### config.mk
export PLATFORM = sky130hd
export DESIGN_NAME = swt_irq_flags
export DESIGN_NICKNAME = d
export VERILOG_FILES = /design/src/rtl/swt_flag_pkg.sv /design/src/rtl/swt_tick_sync.sv /design/src/rtl/swt_fall_det.sv /design/src/rtl/swt_flag_bank.sv /design/src/rtl/swt_rd_fmt.sv /design/src/rtl/swt_irq_flags.sv
export SDC_FILE = /design/constraint.sdc
export NUM_CORES = 1
export LEC_CHECK = 0
export BUFFER_PORTS_ARGS = -buffer_cell sky130_fd_sc_hd__buf_2
export CORE_AREA = 2 2 39 41
export DETAILED_ROUTE_END_ITERATION = 10
export DIE_AREA = 0 0 41 43
export PLACE_DENSITY = 0.66
export SKIP_LAST_GASP = 1
export SLEW_MARGIN = 0
export SYNTH_ARGS = -nofsm -noshare
export SYNTH_HDL_FRONTEND = slang
export SYNTH_SLANG_ARGS = --single-unit
### constraint.sdc
create_clock -name clk_i -period 0.8 [get_ports clk_i]
set_input_delay 0.04 -clock clk_i [delete_from_list [all_inputs] [get_ports clk_i]]
set_output_delay 0.04 -clock clk_i [all_outputs]
set_load 0.01 [all_outputs]
### src/rtl/swt_flag_pkg.sv
package swt_flag_pkg;
  localparam int unsigned REG_W = 8;
  localparam int unsigned SRC_N = 3;
  typedef logic [REG_W-1:0] status_word_t;
endpackage

### src/rtl/swt_tick_sync.sv
module swt_tick_sync #(
  parameter int unsigned STAGES = 2
) (
  input  logic clk_i,
  input  logic rst_ni,
  input  logic d_i,
  output logic q_o
);
  logic [STAGES-1:0] chain_q;

  always_ff @(posedge clk_i or negedge rst_ni) begin
    if (!rst_ni) chain_q <= '0;
    else         chain_q <= {chain_q[STAGES-2:0], d_i};
  end

  assign q_o = chain_q[STAGES-1];
endmodule

### src/rtl/swt_fall_det.sv
module swt_fall_det #(
  parameter int unsigned NUM_SRC     = 3,
  parameter int unsigned SYNC_STAGES = 2
) (
  input  logic               clk_i,
  input  logic               rst_ni,
  input  logic [NUM_SRC-1:0] tick_i,
  output logic [NUM_SRC-1:0] fall_o
);
  for (genvar g = 0; g < NUM_SRC; g++) begin : g_src
    logic sync_s;
    logic prev_q;

    swt_tick_sync #(.STAGES(SYNC_STAGES)) i_sync (
      .clk_i (clk_i),
      .rst_ni(rst_ni),
      .d_i   (tick_i[g]),
      .q_o   (sync_s)
    );

    always_ff @(posedge clk_i or negedge rst_ni) begin
      if (!rst_ni) prev_q <= 1'b0;
      else         prev_q <= sync_s;
    end

    // one-cycle strobe on high-to-low
    assign fall_o[g] = prev_q & ~sync_s;
  end
endmodule

### src/rtl/swt_flag_bank.sv
module swt_flag_bank #(
  parameter int unsigned NUM_SRC = 3
) (
  input  logic               clk_i,
  input  logic               rst_ni,
  input  logic [NUM_SRC-1:0] set_i,
  input  logic [NUM_SRC-1:0] clr_i,
  output logic [NUM_SRC-1:0] flag_o
);
  for (genvar g = 0; g < NUM_SRC; g++) begin : g_cell
    logic flag_q;
    always_ff @(posedge clk_i or negedge rst_ni) begin
      if (!rst_ni)       flag_q <= 1'b0;
      else if (set_i[g]) flag_q <= 1'b1;  // set beats clear
      else if (clr_i[g]) flag_q <= 1'b0;
    end
    assign flag_o[g] = flag_q;
  end
endmodule

### src/rtl/swt_rd_fmt.sv
module swt_rd_fmt #(
  parameter int unsigned NUM_SRC = 3,
  parameter int unsigned DATA_W  = 8
) (
  input  logic [NUM_SRC-1:0] flag_i,
  output logic [DATA_W-1:0]  rd_data_o,
  output logic               any_o
);
  localparam int unsigned PAD_W = DATA_W - NUM_SRC;

  assign rd_data_o = {{PAD_W{1'b0}}, flag_i};
  assign any_o     = |flag_i;
endmodule

### src/rtl/swt_irq_flags.sv
module swt_irq_flags
  import swt_flag_pkg::*;
#(
  parameter int unsigned NUM_SRC     = SRC_N,
  parameter int unsigned DATA_W      = REG_W,
  parameter int unsigned SYNC_STAGES = 2
) (
  input  logic               clk_i,
  input  logic               rst_ni,
  input  logic [NUM_SRC-1:0] tick_i,
  input  logic [NUM_SRC-1:0] enable_i,
  input  logic               wr_en_i,
  input  logic [DATA_W-1:0]  wr_data_i,
  output logic [DATA_W-1:0]  rd_data_o,
  output logic               irq_o
);
  logic [NUM_SRC-1:0] fall_s;
  logic [NUM_SRC-1:0] set_s;
  logic [NUM_SRC-1:0] clr_s;
  logic [NUM_SRC-1:0] flag_s;
  logic               unused_wr_hi;

  swt_fall_det #(
    .NUM_SRC    (NUM_SRC),
    .SYNC_STAGES(SYNC_STAGES)
  ) i_fall_det (
    .clk_i (clk_i),
    .rst_ni(rst_ni),
    .tick_i(tick_i),
    .fall_o(fall_s)
  );

  assign set_s        = fall_s & enable_i;
  assign clr_s        = {NUM_SRC{wr_en_i}} & wr_data_i[NUM_SRC-1:0];
  assign unused_wr_hi = ^wr_data_i[DATA_W-1:NUM_SRC];

  swt_flag_bank #(.NUM_SRC(NUM_SRC)) i_flag_bank (
    .clk_i (clk_i),
    .rst_ni(rst_ni),
    .set_i (set_s),
    .clr_i (clr_s),
    .flag_o(flag_s)
  );

  swt_rd_fmt #(
    .NUM_SRC(NUM_SRC),
    .DATA_W (DATA_W)
  ) i_rd_fmt (
    .flag_i   (flag_s),
    .rd_data_o(rd_data_o),
    .any_o    (irq_o)
  );
endmodule

== Yosys cells after proc, flatten, opt, wreduce, memory -nomap -nowiden ==
Cells that the tools add are included.

* Flip-flop bits (word level): 12
* Logic and storage cells: 27
* Bits of input ports: 17
* Output and inout port bits: 9

* Reductions and logical operators: 4
* Bitwise gates (word level): 8
* Mux-type cells: 6

{| class="wikitable"
|+ Operators with widths
! kind !! number
|-
| $and 3x3->3 || 2
|-
| $mux 1 || 6
|-
| $reduce_bool 2->1 || 3
|-
| $and 1x1->1 || 3
|-
| $not 1->1 || 3
|-
| $reduce_or 3->1 || 1
|}

== Depth between registers and ports, before layout ==
Gate-level depths: netlist (run 1).

* Word-level depth: 4
* Depth in mapped cells: 2
* Depth with buffers taken out: 2

== Modules after synthesis ==
Synthesis (run 1) repeated with hierarchy kept, for this count alone.

* Cells, all modules: 40
* Area, all modules: 505.5 µm²

{| class="wikitable"
|+ By module, submodules not included
! module !! sequential area each (µm²) !! instances !! area an instance (µm²) !! cells an instance
|-
| swt_tick_sync || 50.0 || 3 || 50.0 || 2
|-
| swt_flag_bank || 75.1 || 1 || 131.4 || 12
|-
| swt_fall_det || 75.1 || 1 || 116.4 || 6
|-
| swt_rd_fmt || 0.0 || 1 || 70.1 || 10
|-
| swt_irq_flags || 0.0 || 1 || 37.5 || 6
|}

== Worst setup path after synthesis (run 1) ==
Ideal clock, no wire load.

* Path kind: reg-to-output
* Start point: reg i_flag_bank.g_cell[1].flag_q
* End point: out irq_o
* Stages on the path, launching flop included: 2
* Path slack: -13 ps
* Data required time: 760 ps
* Data arrival time: 773 ps
* Path through: dfrtp_1 -> or3_1

* Word-level cells in the longest chain between the ends: 1

{| class="wikitable"
|+ Ends and longest elaborated chain
! what !! line !! source
|-
| from (decl) || swt_flag_bank.sv:11 || <nowiki>logic flag_q;</nowiki>
|-
| from (signal assigned) || swt_flag_bank.sv:13 || <nowiki>if (!rst_ni) flag_q <= 1'b0;</nowiki>
|-
| from (signal assigned) || swt_flag_bank.sv:14 || <nowiki>else if (set_i[g]) flag_q <= 1'b1;</nowiki>
|-
| from (signal assigned) || swt_flag_bank.sv:15 || <nowiki>else if (clr_i[g]) flag_q <= 1'b0;</nowiki>
|-
| $reduce_or 3->1 || swt_rd_fmt.sv:12 || <nowiki>assign any_o = |flag_i;</nowiki>
|-
| to (decl) || swt_irq_flags.sv:15 || <nowiki>output logic irq_o</nowiki>
|}

No other way between the ends.

== Worst setup path after layout (run 1) ==
* Start point: reg i_flag_bank.g_cell[2].flag_q
* End point: out irq_o

* Word-level cells in the longest chain between the ends: 1

{| class="wikitable"
|+ Ends and longest elaborated chain
! what !! line
|-
| from (decl) || swt_flag_bank.sv:11
|-
| from (signal assigned) || swt_flag_bank.sv:13
|-
| from (signal assigned) || swt_flag_bank.sv:14
|-
| from (signal assigned) || swt_flag_bank.sv:15
|-
| $reduce_or 3->1 || swt_rd_fmt.sv:12
|}

No other way between the ends.

==> results.sh, run 1 <==
export IMPL_fin_tns_setup_ns=-0.881
export IMPL_syn_inst=31
export IMPL_slew_violations=0
export IMPL_ys_top_cells_by_area="dfrtp_1 (71%), buf_4 (14%), a32o_1 (7.1%)"
export IMPL_max_cap_viol_count=0
export IMPL_grt_total_usage_pct=8.01
export IMPL_yosys_register_bits=12
export IMPL_min_path_type="in2reg"
export IMPL_synth_distinct_cells=7
export IMPL_path_clk_slew_ns=0.06
export IMPL_power_density_nw_per_um2=2060
export IMPL_std_cell_rows=14
export IMPL_path_max_fanout=2
export IMPL_drtAntennaViolNets=0
export IMPL_ys_top_cells_by_count="dfrtp_1 (12), buf_4 (8), a32o_1 (3), inv_1 (3), nand2_1 (3)"
export IMPL_yosysMostFrequentCell="dfrtp_1"
export IMPL_antenna_found_initial=0
export IMPL_final_period_utilization_pct=148
export IMPL_power_mw=1.21
export IMPL_synth_warnings=0
export IMPL_setup_slack_ns=-0.383
export IMPL_routed_wl_um=593
export IMPL_cts_tree="done"
export IMPL_numCtsBuffers=3
export IMPL_yosysTopAreaCell="dfrtp_1"
export IMPL_core_um2=1380
export IMPL_leakagePower_nw=0.304
export IMPL_crit_chain="or3_4 > buf_6"
export IMPL_die_area_um2=1760
export IMPL_viasPerCell=4.10
export IMPL_async_flop_share_pct=100
export IMPL_crit_path_top_delay_cell="dfrtp_1"
export IMPL_fmax_mhz=845
export IMPL_seq_area_um2=300
export IMPL_status="complete, but fails checks"
export IMPL_worstSetupStartpointType="flop"
export IMPL_die_w_um=41
export IMPL_drt_pass1_iter_count=2
export IMPL_setup_viol_count_final=6
export IMPL_switching_share_pct=21.6
export IMPL_setup_worst_path_end_class="output port"
export IMPL_start_util_pct=30.6
export IMPL_drt_iter0_drc=2
export IMPL_dp_cells=60
export IMPL_worstSkewPairLatency_ns=0.26
export IMPL_whs_ns=0.0235
export IMPL_rsz0062_at_grt="true"
export IMPL_internal_power_mw=0.951
export IMPL_wire_per_inst_um=8.72
export IMPL_seq_area_frac_synth_pct=71.0
export IMPL_violations="setup timing"
export IMPL_synth_avg_cell_area_um2=13.6
export IMPL_multiInputGateArea_um2=71.3
export IMPL_grt_pass1_wl_um=883
export IMPL_syn_area_um2=423
export IMPL_antennaDiodeCount=0
export IMPL_sequentialPowerShare_pct=55.1
export IMPL_final_min_clock_period_ns=1.18
export IMPL_net_switching_power_mw=0.262
export IMPL_finalHoldViolCount=0
export IMPL_critPathRequiredTime_ns=0.76
export IMPL_max_stage_delay_ns=0.38
export IMPL_critPathTopFamily="flip-flops"
export IMPL_n_fill_cell=147
export IMPL_drive_gt1_share_pct=42.3
export IMPL_io_pins=26
export IMPL_gp_congestion=0.587
export IMPL_crit_arrival_ns=1.14
export IMPL_clk_path_buf_depth=2
export IMPL_ir_worst_vdd_uv=981
export IMPL_p_comb_share_pct=16.9
export IMPL_nets=71
export IMPL_yosysTopAreaCellShare_pct=71.0
export IMPL_die_y_um=43
export IMPL_pwr_share_clk_pct=28.1
export IMPL_numPortBuffers=15
export IMPL_synth_edf_count=0
export IMPL_synth_ff_type="dfrtp_1"
export IMPL_vias=279
export IMPL_clock_sinks=12
export IMPL_htree_levels=1
export IMPL_area_growth_pct=39.3
export IMPL_path_class="reg2out"
export IMPL_fin_worst_skew_ns=0.000669
export IMPL_grt_overflow_total=0
export IMPL_pre_cts_slack_ns=-0.108
export IMPL_crit_buf_inv=1
export IMPL_root_buffer="clkbuf_4"
export IMPL_final_instance_count_excl_fill=68
export IMPL_drcViolationCount=0
export IMPL_grt_pass1_vias=262
export IMPL_grt_max_degree=13
-- cell families after synthesis --
| kind of cell | share of synthesized area [%] |
|---|---|
| other | 0.887 |
| and+or+nand+nor | 4.14 |
| AOI/OAI and AO/OA | 7.10 |
| DFF | 71.0 |
| buffers and inverters | 16.9 |
-- layer usage --
layer,part of all wire (%),up-vias,track usage [%]
li1,-,130,-
met1,37,135,7.27
met2,54,14,12.2
met3,8.8,0,3.14
met4,0,0,8.00
met5,0,-,0
-- flip-flops by register name, indices dropped and copies added (netlist names) --
| signal | cells |
|---|---|
| i_flag_bank.g_cell.flag_q | 3 |
| i_fall_det.g_src.prev_q | 3 |
| i_fall_det.g_src.i_sync.chain_q | 6 |
-- final cells by class --
class	count	share of cell area, %
Sequential cell	12	51.0
Clock buffer	3	3.82
Tap cell	16	3.40
Inverter	3	1.91
Multi-Input combinational cell	12	12.1
Timing Repair Buffer	22	27.8
-- path summary, 6_finish.rpt --
path                       cells past startpoint                                  start                                    end  slack (ns)
setup / recovery                               2           i_flag_bank.g_cell[2].flag_q                                  irq_o       -0.38
hold / removal                                 2                            enable_i[2]           i_flag_bank.g_cell[2].flag_q        0.02
setup reg to reg                               3           i_flag_bank.g_cell[2].flag_q           i_flag_bank.g_cell[2].flag_q       -0.12
hold reg to reg                                0  i_fall_det.g_src[1].i_sync.chain_q[0]  i_fall_det.g_src[1].i_sync.chain_q[1]        0.35
max in group asynchronous                      2                                 rst_ni             i_fall_det.g_src[2].prev_q        0.42
min in group asynchronous                      2                                 rst_ni  i_fall_det.g_src[0].i_sync.chain_q[0]        0.18
-- timing repair --
action | 4_1_cts | 5_1_grt
hold buffers | 4 | 0
pin swaps | 1 | 1
endpoints found under the setup margin | 6 | 6
setup buffers | 1 | 0
gates resized for setup | 5 | 0
gates cloned | 0 | 0
endpoints found under the hold margin | 15 | 0
-- per-stage QoR --
step | area, µm² | utilization [%]
after global placement | 493 | 35.6
final | 589 | 42.6
after detailed placement | 493 | 35.6
after global routing | 589 | 42.6
after CTS | 589 | 42.6
after floorplan | 443 | -
-- power groups by stage --
stage | Sequential, mW | Clock [mW] | Combinational [mW]
3_3_place_gp | 0.676 | 0 | 0.146
5_1_grt | 0.672 | 0.386 | 0.226
4_1_cts | 0.669 | 0.367 | 0.209
2_1_floorplan | 0.677 | 0 | 0.104
3_5_place_dp | 0.680 | 0 | 0.149
6_report | 0.668 | 0.340 | 0.204
-- placed cells by master (no fill, tap or decap) --
cell / n
buf_4: 1
nand2_1: 3
conb_1: 5
buf_2: 12
dfrtp_1: 12
clkbuf_4: 3
or3_4: 1
a32o_1: 3
inv_1: 3
dlygate4sd3_1: 4
buf_6: 5
(Power assumes the default switching activity.)
==> run 2: changes to the inputs <==
- REMOVE_ABC_BUFFERS: not set -> 1
==> run 2 against run 1 <==
The flow still finishes with violations (setup timing); die area did not move; sequential power barely moved; critical path depth did not move; non-clock buffer count rose by 2; clock-buffer cell count did not move; first-iteration DRC count fell by 50%; global-route usage rose by 1.5 points; routed wire length rose by 7.9%; worst hold slack improved by 0.0063 ns; critical endpoint unchanged.
==> results.sh, run 2 (synthesized netlist as in run 1, its figures left out) <==
export IMPL_status="complete, but fails checks"
export IMPL_violations="setup timing"
export IMPL_grt_max_degree=13
export IMPL_die_area_um2=1760
export IMPL_worstSetupStartpointType="flop"
export IMPL_io_pins=26
export IMPL_ir_worst_vdd_uv=898
export IMPL_die_y_um=43
export IMPL_path_clk_slew_ns=0.06
export IMPL_fin_worst_skew_ns=0.000177
export IMPL_max_stage_delay_ns=0.38
export IMPL_gp_congestion=0.569
export IMPL_die_w_um=41
export IMPL_htree_levels=1
export IMPL_grt_pass1_vias=310
export IMPL_crit_arrival_ns=1.13
export IMPL_numCtsBuffers=3
export IMPL_antennaDiodeCount=0
export IMPL_area_growth_pct=42.6
export IMPL_critPathRequiredTime_ns=0.76
export IMPL_critPathTopFamily="flip-flops"
export IMPL_most_common_layout_cells="dfrtp_1 (12), buf_2 (12), buf_6 (6)"
export IMPL_hold_start="enable_i[2]"
export IMPL_final_period_utilization_pct=147
export IMPL_drtAntennaViolNets=0
export IMPL_drt_iter0_drc=1
export IMPL_viasPerCell=4.06
export IMPL_regMostFlops="i_fall_det.g_src.i_sync.chain_q"
export IMPL_pre_cts_slack_ns=-0.102
export IMPL_largestRegisters="i_fall_det.g_src.i_sync.chain_q: 6 flops, i_fall_det.g_src.prev_q: 3 flops, i_flag_bank.g_cell.flag_q: 3 flops"
export IMPL_grt_total_usage_pct=9.50
export IMPL_crit_buf_inv=1
export IMPL_drcViolationCount=0
export IMPL_setup_viol_count_final=7
export IMPL_drt_pass1_iter_count=2
export IMPL_rsz0062_at_grt="true"
export IMPL_cts_tree="done"
export IMPL_wire_per_inst_um=9.14
export IMPL_power_density_nw_per_um2=2040
export IMPL_fmax_mhz=852
export IMPL_path_class="reg2out"
export IMPL_worstSkewPairLatency_ns=0.26
export IMPL_clock_sinks=12
export IMPL_antenna_found_initial=0
export IMPL_start_util_pct=30.6
export IMPL_nets=73
export IMPL_routed_wl_um=640
export IMPL_leakagePower_nw=0.313
export IMPL_max_cap_viol_count=0
export IMPL_n_fill_cell=140
export IMPL_slew_violations=0
export IMPL_drive_gt1_share_pct=42.6
export IMPL_largest_reg_flops=6
export IMPL_final_min_clock_period_ns=1.17
export IMPL_crit_chain="or3_1 > buf_2"
export IMPL_vias=284
export IMPL_setup_slack_ns=-0.373
export IMPL_root_buffer="clkbuf_4"
export IMPL_fin_util_pct=43.6
export IMPL_crit_start="i_flag_bank.g_cell[2].flag_q"
export IMPL_setup_worst_path_end_class="output port"
export IMPL_min_path_type="in2reg"
export IMPL_std_cell_rows=14
export IMPL_clk_path_buf_depth=2
export IMPL_grt_pass1_wl_um=1100
export IMPL_grt_overflow_total=0
export IMPL_path_max_fanout=2
export IMPL_numPortBuffers=15
export IMPL_reg2reg_from="i_flag_bank.g_cell[1].flag_q"
export IMPL_crit_path_top_delay_cell="dfrtp_1"
export IMPL_core_um2=1380
export IMPL_finalHoldViolCount=0
run 2: cell count changes in the layout (fill, tap and decap cells not counted):
cell   previous run  this run
buf_4             1         2
buf_6             5         6
or3_1             0         1
or3_4             1         0
run 2: layout make-up:
| type | count | area, µm² | area share [%] |
|---|---|---|---|
| inverter | 3 | 11.3 | 1.87 |
| multi-input combinational | 12 | 66.3 | 11.0 |
| clock buffer | 3 | 22.5 | 3.73 |
| sequential | 12 | 300 | 49.8 |
| timing repair buffer | 24 | 183 | 30.3 |
| tap | 16 | 20.0 | 3.32 |
run 2: path summary, 6_finish.rpt:
kind	slack [ns]	cells after the start	to
min in group asynchronous	0.18	2	i_fall_det.g_src[0].i_sync.chain_q[0]
min reg2reg	0.35	0	i_fall_det.g_src[2].i_sync.chain_q[1]
max in group asynchronous	0.41	2	i_fall_det.g_src[2].i_sync.chain_q[0]
max	-0.37	2	irq_o
min	0.03	2	i_flag_bank.g_cell[2].flag_q
max reg2reg	-0.22	4	i_flag_bank.g_cell[1].flag_q
run 2: where the power goes:
group          switching, mW  leakage, nW  internal [mW]  total (mW)
Clock                  0.166       0.0138          0.173       0.340
Combinational         0.0843        0.157          0.139       0.224
Sequential            0.0167        0.142          0.648       0.665
Total                  0.267        0.313          0.961        1.23
run 2: layer usage:
metal	GRT usage, %	vias to the layer above	routed length, µm	part of all wire [%]
met5	0	-	0	0
met4	6.00	0	0	0
met3	1.57	0	59	9.2
met2	18.1	17	361	56
met1	7.82	133	219	34
li1	-	134	-	-
run 2: per-stage QoR:
stage               cell area, µm²  hold WS [ns]  setup TNS (ns)  total power, mW  cells
floorplan                      378        -0.256         -0.0602            0.729     27
global placement               488       -0.0780         -0.0865            0.812     60
detailed placement             488       -0.0667          -0.130            0.819     60
CTS                            603        0.0277           -1.22             1.25     70
global route                   603        0.0168           -1.43             1.31     70
finish                         603        0.0298           -1.17             1.23     70
run 2: timing repair:
action / CTS / global route
pin swaps: 0 / 2
endpoints found under the hold margin: 15 / 0
cloned: 0 / 0
setup buffers: 4 / 2
hold buffers: 4 / 0
setup endpoints to repair: 6 / 7
gates resized for setup: 6 / 1
